`config.mk`:
```
export PLATFORM = sky130hd
export DESIGN_NAME = adc_code_fmt
export DESIGN_NICKNAME = d
export VERILOG_FILES = /design/src/rtl/adc_fmt_pkg.sv /design/src/rtl/fmt_cfg_reg.sv /design/src/rtl/fmt_encoder.sv /design/src/rtl/gray_decoder.sv /design/src/rtl/adc_code_fmt.sv
export SDC_FILE = /design/constraint.sdc
export NUM_CORES = 1
export LEC_CHECK = 0
export ABC_AREA = 1
export BUFFER_PORTS_ARGS = -buffer_cell sky130_fd_sc_hd__buf_2
export CORE_MARGIN = 2
export CORE_UTILIZATION = 51
export DETAILED_ROUTE_END_ITERATION = 8
export HOLD_SLACK_MARGIN = 0.08
export PLACE_DENSITY = 0.85
export SKIP_LAST_GASP = 1
export SLEW_MARGIN = 10
export SYNTH_ARGS = -nofsm -noshare
export SYNTH_HDL_FRONTEND = slang
export SYNTH_SLANG_ARGS = --single-unit
```
`constraint.sdc`:
```
create_clock -name clk_i -period 4.4 [get_ports clk_i]
set_input_delay 0.88 -clock clk_i [delete_from_list [all_inputs] [get_ports clk_i]]
set_output_delay 0.88 -clock clk_i [all_outputs]
set_load 0.05 [all_outputs]
```
`src/rtl/adc_fmt_pkg.sv`:
```
package adc_fmt_pkg;
  typedef enum logic [1:0] {
    FMT_TWOS = 2'b00,
    FMT_GRAY = 2'b01,
    FMT_OFFS = 2'b10,
    FMT_RSVD = 2'b11
  } fmt_e;
endpackage

```
`src/rtl/fmt_cfg_reg.sv`:
```
module fmt_cfg_reg
  import adc_fmt_pkg::*;
#(
  parameter int unsigned ADDR_W   = 8,
  parameter int unsigned CFG_W    = 8,
  parameter logic [7:0]  FMT_ADDR = 8'h73,
  parameter int unsigned FMT_LSB  = 0
) (
  input  logic              clk_i,
  input  logic              rst_ni,
  input  logic [ADDR_W-1:0] addr_i,
  input  logic [CFG_W-1:0]  wdata_i,
  input  logic              we_i,
  output fmt_e              fmt_o
);
  localparam logic [CFG_W-1:0] FIELD_MASK = CFG_W'(2'b11) << FMT_LSB;

  logic hit;
  logic wdata_unused;
  fmt_e fmt_q;

  assign hit          = we_i && (addr_i == ADDR_W'(FMT_ADDR));
  assign wdata_unused = ^(wdata_i & ~FIELD_MASK);

  always_ff @(posedge clk_i or negedge rst_ni) begin
    if (!rst_ni) fmt_q <= FMT_TWOS;
    else if (hit) fmt_q <= fmt_e'(wdata_i[FMT_LSB +: 2]);
  end

  assign fmt_o = fmt_q;
endmodule

```
`src/rtl/fmt_encoder.sv`:
```
module fmt_encoder
  import adc_fmt_pkg::*;
#(
  parameter int unsigned DATA_W = 14
) (
  input  logic [DATA_W-1:0] bin_i,
  input  fmt_e              fmt_i,
  output logic [DATA_W-1:0] code_o
);
  localparam logic [DATA_W-1:0] MSB_MASK = {1'b1, {(DATA_W-1){1'b0}}};

  logic [DATA_W-1:0] gray;
  logic [DATA_W-1:0] twos;

  assign gray[DATA_W-1] = bin_i[DATA_W-1];
  for (genvar i = 0; i < DATA_W - 1; i++) begin : g_gray
    assign gray[i] = bin_i[i] ^ bin_i[i+1];
  end

  assign twos = bin_i ^ MSB_MASK;

  always_comb begin
    unique case (fmt_i)
      FMT_GRAY: code_o = gray;
      FMT_OFFS: code_o = bin_i;
      default:  code_o = twos;  // two's complement and reserved
    endcase
  end
endmodule

```
`src/rtl/gray_decoder.sv`:
```
module gray_decoder #(
  parameter int unsigned DATA_W = 14
) (
  input  logic [DATA_W-1:0] gray_i,
  output logic [DATA_W-1:0] bin_o
);
  // ripple from MSB: each bit uses the bit already decoded above it
  always_comb begin
    logic acc;
    acc = 1'b0;
    for (int i = DATA_W - 1; i >= 0; i--) begin
      acc      = acc ^ gray_i[i];
      bin_o[i] = acc;
    end
  end
endmodule

```
`src/rtl/adc_code_fmt.sv`:
```
module adc_code_fmt
  import adc_fmt_pkg::*;
#(
  parameter int unsigned DATA_W   = 14,
  parameter int unsigned ADDR_W   = 8,
  parameter int unsigned CFG_W    = 8,
  parameter logic [7:0]  FMT_ADDR = 8'h73
) (
  input  logic              clk_i,
  input  logic              rst_ni,
  input  logic [DATA_W-1:0] smp_i,
  input  logic              smp_vld_i,
  input  logic [ADDR_W-1:0] cfg_addr_i,
  input  logic [CFG_W-1:0]  cfg_wdata_i,
  input  logic              cfg_we_i,
  output logic [DATA_W-1:0] code_o,
  output logic              code_vld_o,
  input  logic [DATA_W-1:0] dec_i,
  input  logic              dec_vld_i,
  output logic [DATA_W-1:0] dec_o,
  output logic              dec_vld_o
);
  fmt_e              fmt;
  logic [DATA_W-1:0] enc;
  logic [DATA_W-1:0] dec;

  fmt_cfg_reg #(
    .ADDR_W  (ADDR_W),
    .CFG_W   (CFG_W),
    .FMT_ADDR(FMT_ADDR),
    .FMT_LSB (0)
  ) u_cfg (
    .clk_i  (clk_i),
    .rst_ni (rst_ni),
    .addr_i (cfg_addr_i),
    .wdata_i(cfg_wdata_i),
    .we_i   (cfg_we_i),
    .fmt_o  (fmt)
  );

  fmt_encoder #(.DATA_W(DATA_W)) u_enc (
    .bin_i (smp_i),
    .fmt_i (fmt),
    .code_o(enc)
  );

  gray_decoder #(.DATA_W(DATA_W)) u_dec (
    .gray_i(dec_i),
    .bin_o (dec)
  );

  // fmt is the pre-write value at this edge, so a sample never mixes formats
  always_ff @(posedge clk_i or negedge rst_ni) begin
    if (!rst_ni) begin
      code_o     <= '0;
      code_vld_o <= 1'b0;
      dec_o      <= '0;
      dec_vld_o  <= 1'b0;
    end else begin
      code_vld_o <= smp_vld_i;
      dec_vld_o  <= dec_vld_i;
      if (smp_vld_i) code_o <= enc;
      if (dec_vld_i) dec_o <= dec;
    end
  end
endmodule

```
==> flow_summary.yaml, run 1 <==
worst_setup_path:
  worstReg2RegEnd: "code_o[10]$_DFFE_PN0P_"
  startpoint_type: "input port"
  worstPathArrival_ns: 2.67
  timing.rr.start: "u_cfg.fmt_o[0]$_DFFE_PN0P_"
  r2r_setup_slack_ns: 2.02
  cp_max_fo: 3
  path_class: "in -> reg"
  worstSetupEndpointType: "flip-flop"
  cp_data_required_time_ns: 4.63
  reg2reg_depth: 5
sta:
  setup_tns_ns: 0
  period_share_pct: 55.6
  hold_violations: 0
  period_minus_slack_ns: 2.45
  setup_viol: 0
  slew_violations: 0
  tightest_slew_ns: 0.891
  max_freq_ghz: 0.409
  fin_skew_ns: 0.00185
  relSlewSlack_pct: 40.6
  rsz0062_at_grt: "no"
  hold_slack_ns: 0.487
place:
  post-dp-hpwl_um: 3030
  portBuffers: 72
  place.gp.congestion: 0.729
  dp_cells: 324
die:
  coreArea_um2: 3420
  fp.dieW_um: 64.4
  placementRows: 21
  io_pins: 79
  initial_core_util_pct: 54.5
  die_h_um: 64.4
  die_area_um2: 4150
detailed_routing:
  wire_per_inst_um: 11.6
  vias_per_cell: 5.22
  ant_nets: 0
  drc: 0
  drtPass1Iterations: 4
  drtIter0Drc: 153
  routed_wl_um: 3850
  vias: 1734
global_routing:
  grt_pass1_vias: 1611
  track_usage_pct: 20.7
  antenna_found_initial: 0
  grt_overflow_total: 0
  grt_max_degree: 33
  grt_first_pass_wirelength_um: 6780
status:
  status: "finished clean"
cts:
  clkTransAtPathRegs_ns: 0.10
  clkLatencyLatePin_ns: 0.32
  cts_buffers: 5
  clk_path_buf_depth: 2
  cts_hold_buf: 0
  clock_sinks: 32
  h-tree-depth: 2
  cts_tree: "yes"
  ctsResizeCount: 0
  clockRootBuffer: "clkbuf_4"
  cts_setup_buffers: 0
job:
  maxCapViolCount: 0
synthesis:
  yosys.area.top_type: "dfrtp_1"
  synth-simple-area-share_pct: 30.9
  synth_xor_area_share_pct: 0
  yosysTopAreaCellShare_pct: 43.0
  syn-instance-count: 213
  synthTopCellsByArea: "dfrtp_1 43%, nand3_2 9.7%, nand3_1 7.0%"
  synth.net_count: 264
  synth_adder_area_share_pct: 1.34
  ys_ff_latch: 32
  netlist_area_um2: 1860
  syn_area_per_cell_um2: 8.73
  ys_types: 22
  ys_seq_area_share_pct: 43.0
  synth_top_family_by_area: "simple AND/OR/NAND/NOR gates"
  synth_compound_area_share_pct: 15.1
  synth_mux_area_share_pct: 1.21
  ys_warn_count: 0
worst_hold_path:
  hold_class: "reg -> reg"
  holdPathStages: 2
  min_from: "code_o[0]$_DFFE_PN0P_"
  worst_hold_path.endpoint: "code_o[0]$_DFFE_PN0P_"
power:
  vdd_drop_max_uv: 183
  power_density_nw_per_um2: 347
  total_leakage_power_nw: 1.20
layout:
  final_cells: 332
  multiInputGateArea_um2: 902
  area_growth_syn_to_layout_pct: 23.9
  fin_util_pct: 67.5
  fillers: 314
  antenna_cells: 0
  drive_gt1_share_pct: 38.5
  seqCellArea_um2: 801
  fin_nets: 336
[registers in the layout (all words and copies together), names as in the netlist]
name         flops
code_o          14
code_vld_o       1
dec_o           14
dec_vld_o        1
u_cfg.fmt_o      2
[cell usage after synthesis (all sizes together)]
library cell / number
nand3: 47
inv: 33
dfrtp: 32
nand2: 29
o21ai: 19
nor2: 15
a32o: 10
a31oi: 8
clkbuf: 6
a21oi: 4
ha: 2
mux2: 2
buf: 1
nand3b: 1
nand4: 1
nor3: 1
o211ai: 1
o31ai: 1
[where the power goes]
part           total, mW  internal (mW)  switching [mW]
clock              0.174         0.0760          0.0981
sequential         0.341          0.325          0.0158
combinational      0.285         0.0778           0.208
total              0.800          0.479           0.321
[layout make-up]
cell class,count,share of cell area (%)
flip-flops and latches,32,34.7
inverters,33,5.37
clock buffers,6,2.22
multi-input cells,141,39.1
clock inverters,2,0.434
well taps,46,2.50
repair buffers,72,15.6
[cell usage in the layout, fill, tap and decap left out]
cell / count
buf_2: 72
inv_1: 33
dfrtp_1: 32
nand3_1: 26
nand2_1: 22
o21ai_0: 19
nand3_2: 18
nor2_1: 15
a32o_1: 10
a31oi_1: 8
nand2_2: 5
clkbuf_4: 5
a21oi_1: 4
nand3_4: 3
nand2_4: 2
mux2_2: 2
ha_1: 2
clkinv_2: 2
o31ai_1: 1
o211ai_1: 1
nand3b_1: 1
nor3_1: 1
nand4_1: 1
clkbuf_8: 1
[how the worst max path moves through the flow]
stage                                 endpoint  cells past startpoint  startpoint
final                     dec_o[0]$_DFFE_PN0P_                     21   dec_i[13]
after global routing      dec_o[0]$_DFFE_PN0P_                     19   dec_i[13]
after CTS                 dec_o[0]$_DFFE_PN0P_                     21   dec_i[13]
after detailed placement  dec_o[0]$_DFFE_PN0P_                     21   dec_i[13]
after global placement    dec_o[0]$_DFFE_PN0P_                     21   dec_i[13]
after floorplan           dec_o[0]$_DFFE_PN0P_                     20   dec_i[13]
[kinds of logic after synthesis]
group,Yosys count
AOI/OAI and AO/OA,43
and+or+nand+nor,94
adders and majority gates,2
muxes,2
buffers and inverters,40
DFF,32
[worst max-delay path: stages]
cell and delay, ns:
buf_2 0.11, inv_1 0.08, nand2_1 0.09, nand3_2 0.09, nand2_2 0.07, nand2_2 0.07
nand3_2 0.08, nand2_2 0.10, nand2_1 0.09, nand3_2 0.10, nand2_2 0.08, nand2_4 0.08
nand2_2 0.07, nand2_4 0.08, nand3_2 0.09, nand3_2 0.11, nand3_2 0.10, nand3_1 0.10
nand3_1 0.07, nand3_1 0.08, nand2_1 0.05
[metal layers]
| layer | share of wire, % | global-route usage (%) |
|---|---|---|
| met2 | 50 | 35.2 |
| met5 | 0 | 0 |
| met1 | 43 | 25.7 |
| met4 | 0.65 | 5.59 |
| met3 | 7.1 | 6.16 |
[through the flow]
step / setup slack [ns] / cell area (um2) / total power, mW
final: 1.95 / 2310 / 0.800
after global routing: 1.72 / 2310 / 0.851
after CTS: 1.94 / 2310 / 0.810
after detailed placement: 1.58 / 2240 / 0.634
after global placement: 1.65 / 2240 / 0.629
after floorplan: 1.94 / 1860 / 0.553
Note: power is estimated with default switching activity, not from simulation.
==> inputs of run 2 (changes only) <==
--- a/config.mk
+++ b/config.mk
@@ -8,10 +8,10 @@
 export ABC_AREA = 1
 export BUFFER_PORTS_ARGS = -buffer_cell sky130_fd_sc_hd__buf_2
 export CORE_MARGIN = 2
-export CORE_UTILIZATION = 51
+export CORE_UTILIZATION = 43
 export DETAILED_ROUTE_END_ITERATION = 8
 export HOLD_SLACK_MARGIN = 0.08
-export PLACE_DENSITY = 0.85
+export PLACE_DENSITY = 0.76
 export SKIP_LAST_GASP = 1
 export SLEW_MARGIN = 10
 export SYNTH_ARGS = -nofsm -noshare
==> constraint.sdc (replaced) <==
create_clock -name clk_i -period 2 [get_ports clk_i]
set_input_delay 0.4 -clock clk_i [delete_from_list [all_inputs] [get_ports clk_i]]
set_output_delay 0.4 -clock clk_i [all_outputs]
set_load 0.05 [all_outputs]
==> flow_summary.yaml, run 2 (synthesis gave the netlist of run 1 again) <==
detailed_routing:
  ant_nets: 0
  routed_wl_um: 4730
  drtIter0Drc: 80
  wire_per_inst_um: 13.4
  drtPass1Iterations: 4
  vias_per_cell: 5.24
  vias: 1843
  drc: 0
layout:
  fin_nets: 352
  layout_common_cells: "70 x buf_2, 32 x dfrtp_1, 30 x inv_1"
  area_growth_syn_to_layout_pct: 46.8
  drive_gt1_share_pct: 47.4
  final_common_cell: "buf_2"
  antenna_cells: 0
  final_cells: 352
global_routing:
  grt_overflow_total: 0
  track_usage_pct: 18.3
  grt_first_pass_wirelength_um: 7310
  grt_max_degree: 33
  met3_usage_pct: 5.67
  antenna_found_initial: 0
  grt_pass1_vias: 1751
  grt_use_met2_pct: 32.5
  busiest_layer: "met2"
  use_met1_pct: 21.6
cts:
  cts_buffers: 5
  clkLatencyLatePin_ns: 0.27
  clockRootBuffer: "clkbuf_8"
  h-tree-depth: 2
  clk_path_buf_depth: 2
  clkTransAtPathRegs_ns: 0.06
  cts_tree: "yes"
  cts_hold_buf: 0
  clock_sinks: 32
worst_setup_path:
  worstPathArrival_ns: 2.27
  cp_max_fo: 3
  cp_data_required_time_ns: 2.21
  worstSetupEndpointType: "flip-flop"
  path_class: "in -> reg"
  startpoint_type: "input port"
die:
  io_pins: 79
  initial_core_util_pct: 45.5
  die_area_um2: 4870
  fp.dieW_um: 69.8
  placementRows: 23
  coreArea_um2: 4090
  die_h_um: 69.8
place:
  dp_cells: 339
  post-place-ws_ns: -0.335
  place.gp.congestion: 0.789
  portBuffers: 72
  post-dp-hpwl_um: 3250
sta:
  rsz0062_at_grt: "yes"
  period_minus_slack_ns: 2.06
  tightest_slew_ns: 0.688
  layout_setup_ws_ns: -0.0595
  relSlewSlack_pct: 54.1
  period_share_pct: 103
  setup_tns_ns: -0.0614
  slew_violations: 0
  max_freq_ghz: 0.486
  fin_skew_ns: 0.00166
  hold_slack_ns: 0.164
  setup_viol: 2
  hold_violations: 0
power:
  total_leakage_power_nw: 1.36
  power_density_nw_per_um2: 741
  vdd_drop_max_uv: 451
job:
  maxCapViolCount: 0
status:
  status: "finished with violations"
  violations: "setup timing"
worst_hold_path:
  hold_class: "in -> async"
==> run 2: routing by layer <==
layer	wire, um	up-vias
met5	0	-
li1	-	911
met4	49	0
met2	2410	65
met1	1960	861
met3	312	6
==> run 2: cell type report <==
class | instances | area [um2]
Inverter | 33 | 134
Tap cell | 50 | 62.6
Timing Repair Buffer | 88 | 493
Clock buffer | 8 | 90.1
Multi-Input combinational cell | 141 | 1150
Sequential cell | 32 | 801
Fill cell | 332 | 1360
==> run 2: what timing repair did <==
action / in CTS / in global routing
gates resized for setup: 6 / 49
buffers inserted: 1 / 4
pin swaps: 2 / 18
setup endpoints to repair: 1 / 5
==> run 2: where the power goes <==
part / switching, mW / internal (mW) / total (mW)
sequential: 0.0364 / 0.716 / 0.752
clock: 0.223 / 0.280 / 0.504
combinational: 0.530 / 0.239 / 0.768
==> run 2: path summary, 6_finish.rpt <==
check | from | endpoint | cells past startpoint | slack (ns)
worst max-delay path | dec_i[12] | dec_o[0]$_DFFE_PN0P_ | 20 | -0.06
worst min-delay path | rst_ni | code_o[12]$_DFFE_PN0P_ | 1 | 0.16
worst max register to register | u_cfg.fmt_o[0]$_DFFE_PN0P_ | code_o[13]$_DFFE_PN0P_ | 6 | 0.38
worst min register to register | code_o[0]$_DFFE_PN0P_ | code_o[0]$_DFFE_PN0P_ | 2 | 0.47
max in group asynchronous | rst_ni | dec_o[1]$_DFFE_PN0P_ | 1 | 1.39
min in group clk_i | smp_vld_i | code_vld_o$_DFF_PN0_ | 1 | 0.26
==> run 2: per-stage QoR <==
step           power [mW]  area, um2  util (%)
6_report             2.02       2730      66.8
5_1_grt              2.14       2730      66.8
4_1_cts              1.95       2450      60.0
3_5_place_dp         1.42       2330      57.1
3_3_place_gp         1.41       2330      57.1
2_1_floorplan        1.22       1860         -
==> run 2: worst max-delay path, cell delays in order <==
cell      delay (ns)
buf_6           0.11
inv_6           0.06
nand2_4         0.05
nand3_4         0.11
nand2_4         0.08
nand2_4         0.08
nand3_4         0.11
nand2_4         0.13
nand2_4         0.08
nand3_4         0.09
nand2_4         0.07
nand2_4         0.10
nand3_2         0.14
nand3_4         0.13
nand3_4         0.11
nand3_4         0.10
nand3_2         0.08
nand3b_1        0.09
nand3_1         0.06
nand2_1         0.08
==> inputs of run 3 (changes only) <==
--- a/config.mk
+++ b/config.mk
@@ -6,14 +6,15 @@
 export NUM_CORES = 1
 export LEC_CHECK = 0
 export ABC_AREA = 1
-export BUFFER_PORTS_ARGS = -buffer_cell sky130_fd_sc_hd__buf_2
+export BUFFER_PORTS_ARGS = -buffer_cell sky130_fd_sc_hd__buf_4
 export CORE_MARGIN = 2
-export CORE_UTILIZATION = 43
+export CORE_UTILIZATION = 46
 export DETAILED_ROUTE_END_ITERATION = 8
 export HOLD_SLACK_MARGIN = 0.08
-export PLACE_DENSITY = 0.76
+export PLACE_DENSITY = 0.77
 export SKIP_LAST_GASP = 1
 export SLEW_MARGIN = 10
 export SYNTH_ARGS = -nofsm -noshare
 export SYNTH_HDL_FRONTEND = slang
+export SYNTH_HIERARCHICAL = 1
 export SYNTH_SLANG_ARGS = --single-unit
==> flow_summary.yaml, run 3 <==
worst_setup_path:
  slowest_stage: "buf_12"
  path_class: "in -> reg"
  cp_max_fo: 4
  reg2reg_depth: 8
  crit_path_cell_trace: "buf_12 > nand2_1 > nand3_4 > nand2_4 > nand2_4 > nand2_4 > nand2_4 > nand2_4 > nand2_4 > nand3_4 > nand3_4 > nand2_4 > nand2_4 > nand2_2 > nand2_2 > nand3_4 > nand3_4 > nand2_2 > nand2_2 > nand3_2 > nand2_1 > nand2_1 > nand2_1"
  crit_start: "dec_i[13]"
  critPathMostFrequentCell: "nand2_4"
  timing.rr.start: "u_cfg/fmt_o[0]$_DFFE_PN0P_"
  worstSetupEndpointType: "flip-flop"
  startpoint_type: "input port"
  max_stage_delay_ns: 0.11
  cp_data_required_time_ns: 2.17
  worstPathArrival_ns: 2.30
synthesis:
  syn_area_per_cell_um2: 7.08
  synth_common_cells: "168 x nand2_1, 47 x inv_1, 32 x dfrtp_1"
  synth.net_count: 382
  yosysMostFrequentCell: "nand2_1"
  syn-instance-count: 331
  synth-edff-count: 0
  ys_warn_count: 6
  yosys.area.top_type: "dfrtp_1"
  netlist_area_um2: 2340
  ys_seq_area_share_pct: 34.2
  yosysTopAreaCellShare_pct: 34.2
  synth_adder_area_share_pct: 1.07
  ys_ff_latch: 32
  synth-simple-area-share_pct: 51.9
  synth_compound_area_share_pct: 0.641
  async_reset_ff_share_pct: 100
  synth_xor_area_share_pct: 0
  synthTopCellsByArea: "dfrtp_1 34%, nand2_1 27%, nand3_2 12%"
  yosys_most_used_dff: "dfrtp_1"
  synth_mux_area_share_pct: 0
  ys_types: 19
  synth_top_family_by_area: "simple AND/OR/NAND/NOR gates"
sta:
  hold_slack_ns: 0.358
  rsz0062_at_grt: "yes"
  fin_skew_ns: 0.00587
  layout_setup_ws_ns: -0.126
  tightest_slew_ns: 0.408
  relSlewSlack_pct: 72.8
  period_minus_slack_ns: 2.13
  period_share_pct: 106
  setup_viol: 3
  hold_violations: 0
  slew_violations: 0
  max_freq_ghz: 0.470
die:
  coreArea_um2: 4820
  initial_core_util_pct: 48.6
  io_pins: 79
  die_area_um2: 5680
  placementRows: 25
  die_h_um: 75.4
  fp.dieW_um: 75.4
detailed_routing:
  drtIter0Drc: 123
  ant_nets: 0
  vias: 2205
  wire_per_inst_um: 11.4
  vias_per_cell: 4.61
  routed_wl_um: 5460
  drc: 0
  drtPass1Iterations: 4
place:
  placed_area_um2: 2930
  post-dp-hpwl_um: 3850
  place.gp.congestion: 0.780
  portBuffers: 72
  dp_cells: 468
global_routing:
  antenna_found_initial: 0
  grt_first_pass_wirelength_um: 8240
  grt_max_degree: 33
  grt_overflow_total: 0
  track_usage_pct: 18.6
  grt_pass1_vias: 1882
cts:
  h-tree-depth: 2
  cts_buffers: 5
  clk_path_buf_depth: 2
  clkTransAtPathRegs_ns: 0.06
  clkLatencyLatePin_ns: 0.28
  clockRootBuffer: "clkbuf_8"
  cts_tree: "yes"
  clock_sinks: 32
layout:
  antenna_cells: 0
  final_cells: 478
  area_growth_syn_to_layout_pct: 38.8
  fin_util_pct: 67.5
  final_common_cell: "nand2_1"
  drive_gt1_share_pct: 37.7
  fin_area_um2: 3250
  fin_nets: 462
  layout_common_cells: "161 x nand2_1, 80 x buf_4, 44 x inv_1"
power:
  power_density_nw_per_um2: 670
  vdd_drop_max_uv: 401
  total_leakage_power_nw: 1.82
status:
  violations: "setup timing"
  status: "finished with violations"
worst_hold_path:
  holdPathStages: 1
  min_from: "smp_vld_i"
  hold_class: "in -> reg"
job:
  maxCapViolCount: 0
run 3: cell types whose count changed after synthesis, sizes merged, moves of 6 or more:
cell,change
inv,+17
o21ai,-16
a31oi,-8
buf,+9
nor2,-11
a32o,-10
nand2,+152
clkbuf,-6
run 3: layer usage:
layer / routed length (um) / vias up / part of all wire, % / track usage, %
li1: - / 1152 / - / -
met1: 2280 / 994 / 42 / 23.6
met2: 2870 / 53 / 53 / 32.6
met3: 269 / 6 / 4.9 / 5.42
met4: 47 / 0 / 0.86 / 2.34
met5: 0 / - / 0 / 0
run 3: final timing paths:
kind | endpoint | slack [ns]
setup / recovery | dec_o[0]$_DFFE_PN0P_ | -0.13
hold / removal | code_vld_o$_DFF_PN0_ | 0.36
setup reg to reg | code_o[12]$_DFFE_PN0P_ | 0.43
hold reg to reg | dec_o[4]$_DFFE_PN0P_ | 0.47
max in group asynchronous | code_vld_o$_DFF_PN0_ | 1.11
min in group asynchronous | code_o[10]$_DFFE_PN0P_ | 0.60
run 3: through the flow:
step | setup WS [ns] | power, mW | setup TNS, ns
floorplan | -0.0174 | 1.31 | -0.0174
global placement | -0.246 | 1.56 | -0.696
detailed placement | -0.341 | 1.58 | -1.10
CTS | -0.0417 | 2.13 | -0.0417
global route | -0.225 | 2.31 | -0.623
finish | -0.126 | 2.18 | -0.267
run 3: final cells by class:
class / count / area (um2)
Tap cell: 67 / 83.8
Clock buffer: 7 / 96.3
Inverter: 50 / 200
Timing Repair Buffer: 83 / 642
Sequential cell: 32 / 801
Multi-Input combinational cell: 239 / 1430
Fill cell: 439 / 1560
run 3: worst max-delay path, delay by kind of cell:
| kind | cells | cell delay [ns] |
|---|---|---|
| AND/OR/NAND/NOR | 22 | 1.78 |
| buffers and inverters | 1 | 0.11 |
run 3: cells by family after synthesis:
group                      Yosys count
AOI/OAI and AO/OA                    3
adders and majority gates            2
buffers and inverters               60
DFF                                 32
and+or+nand+nor                    234
run 3: timing repair:
item                                    CTS  global route
resized for setup                         1            42
pin swaps                                 0            23
endpoints found under the setup margin    1             4
setup buffers                             0             2
hold endpoints to repair                 32             0
hold buffers                              1             0
run 3: where the power goes:
group | switching (mW) | internal, mW
logic | 0.579 | 0.308
clock network | 0.233 | 0.306
registers | 0.0385 | 0.715
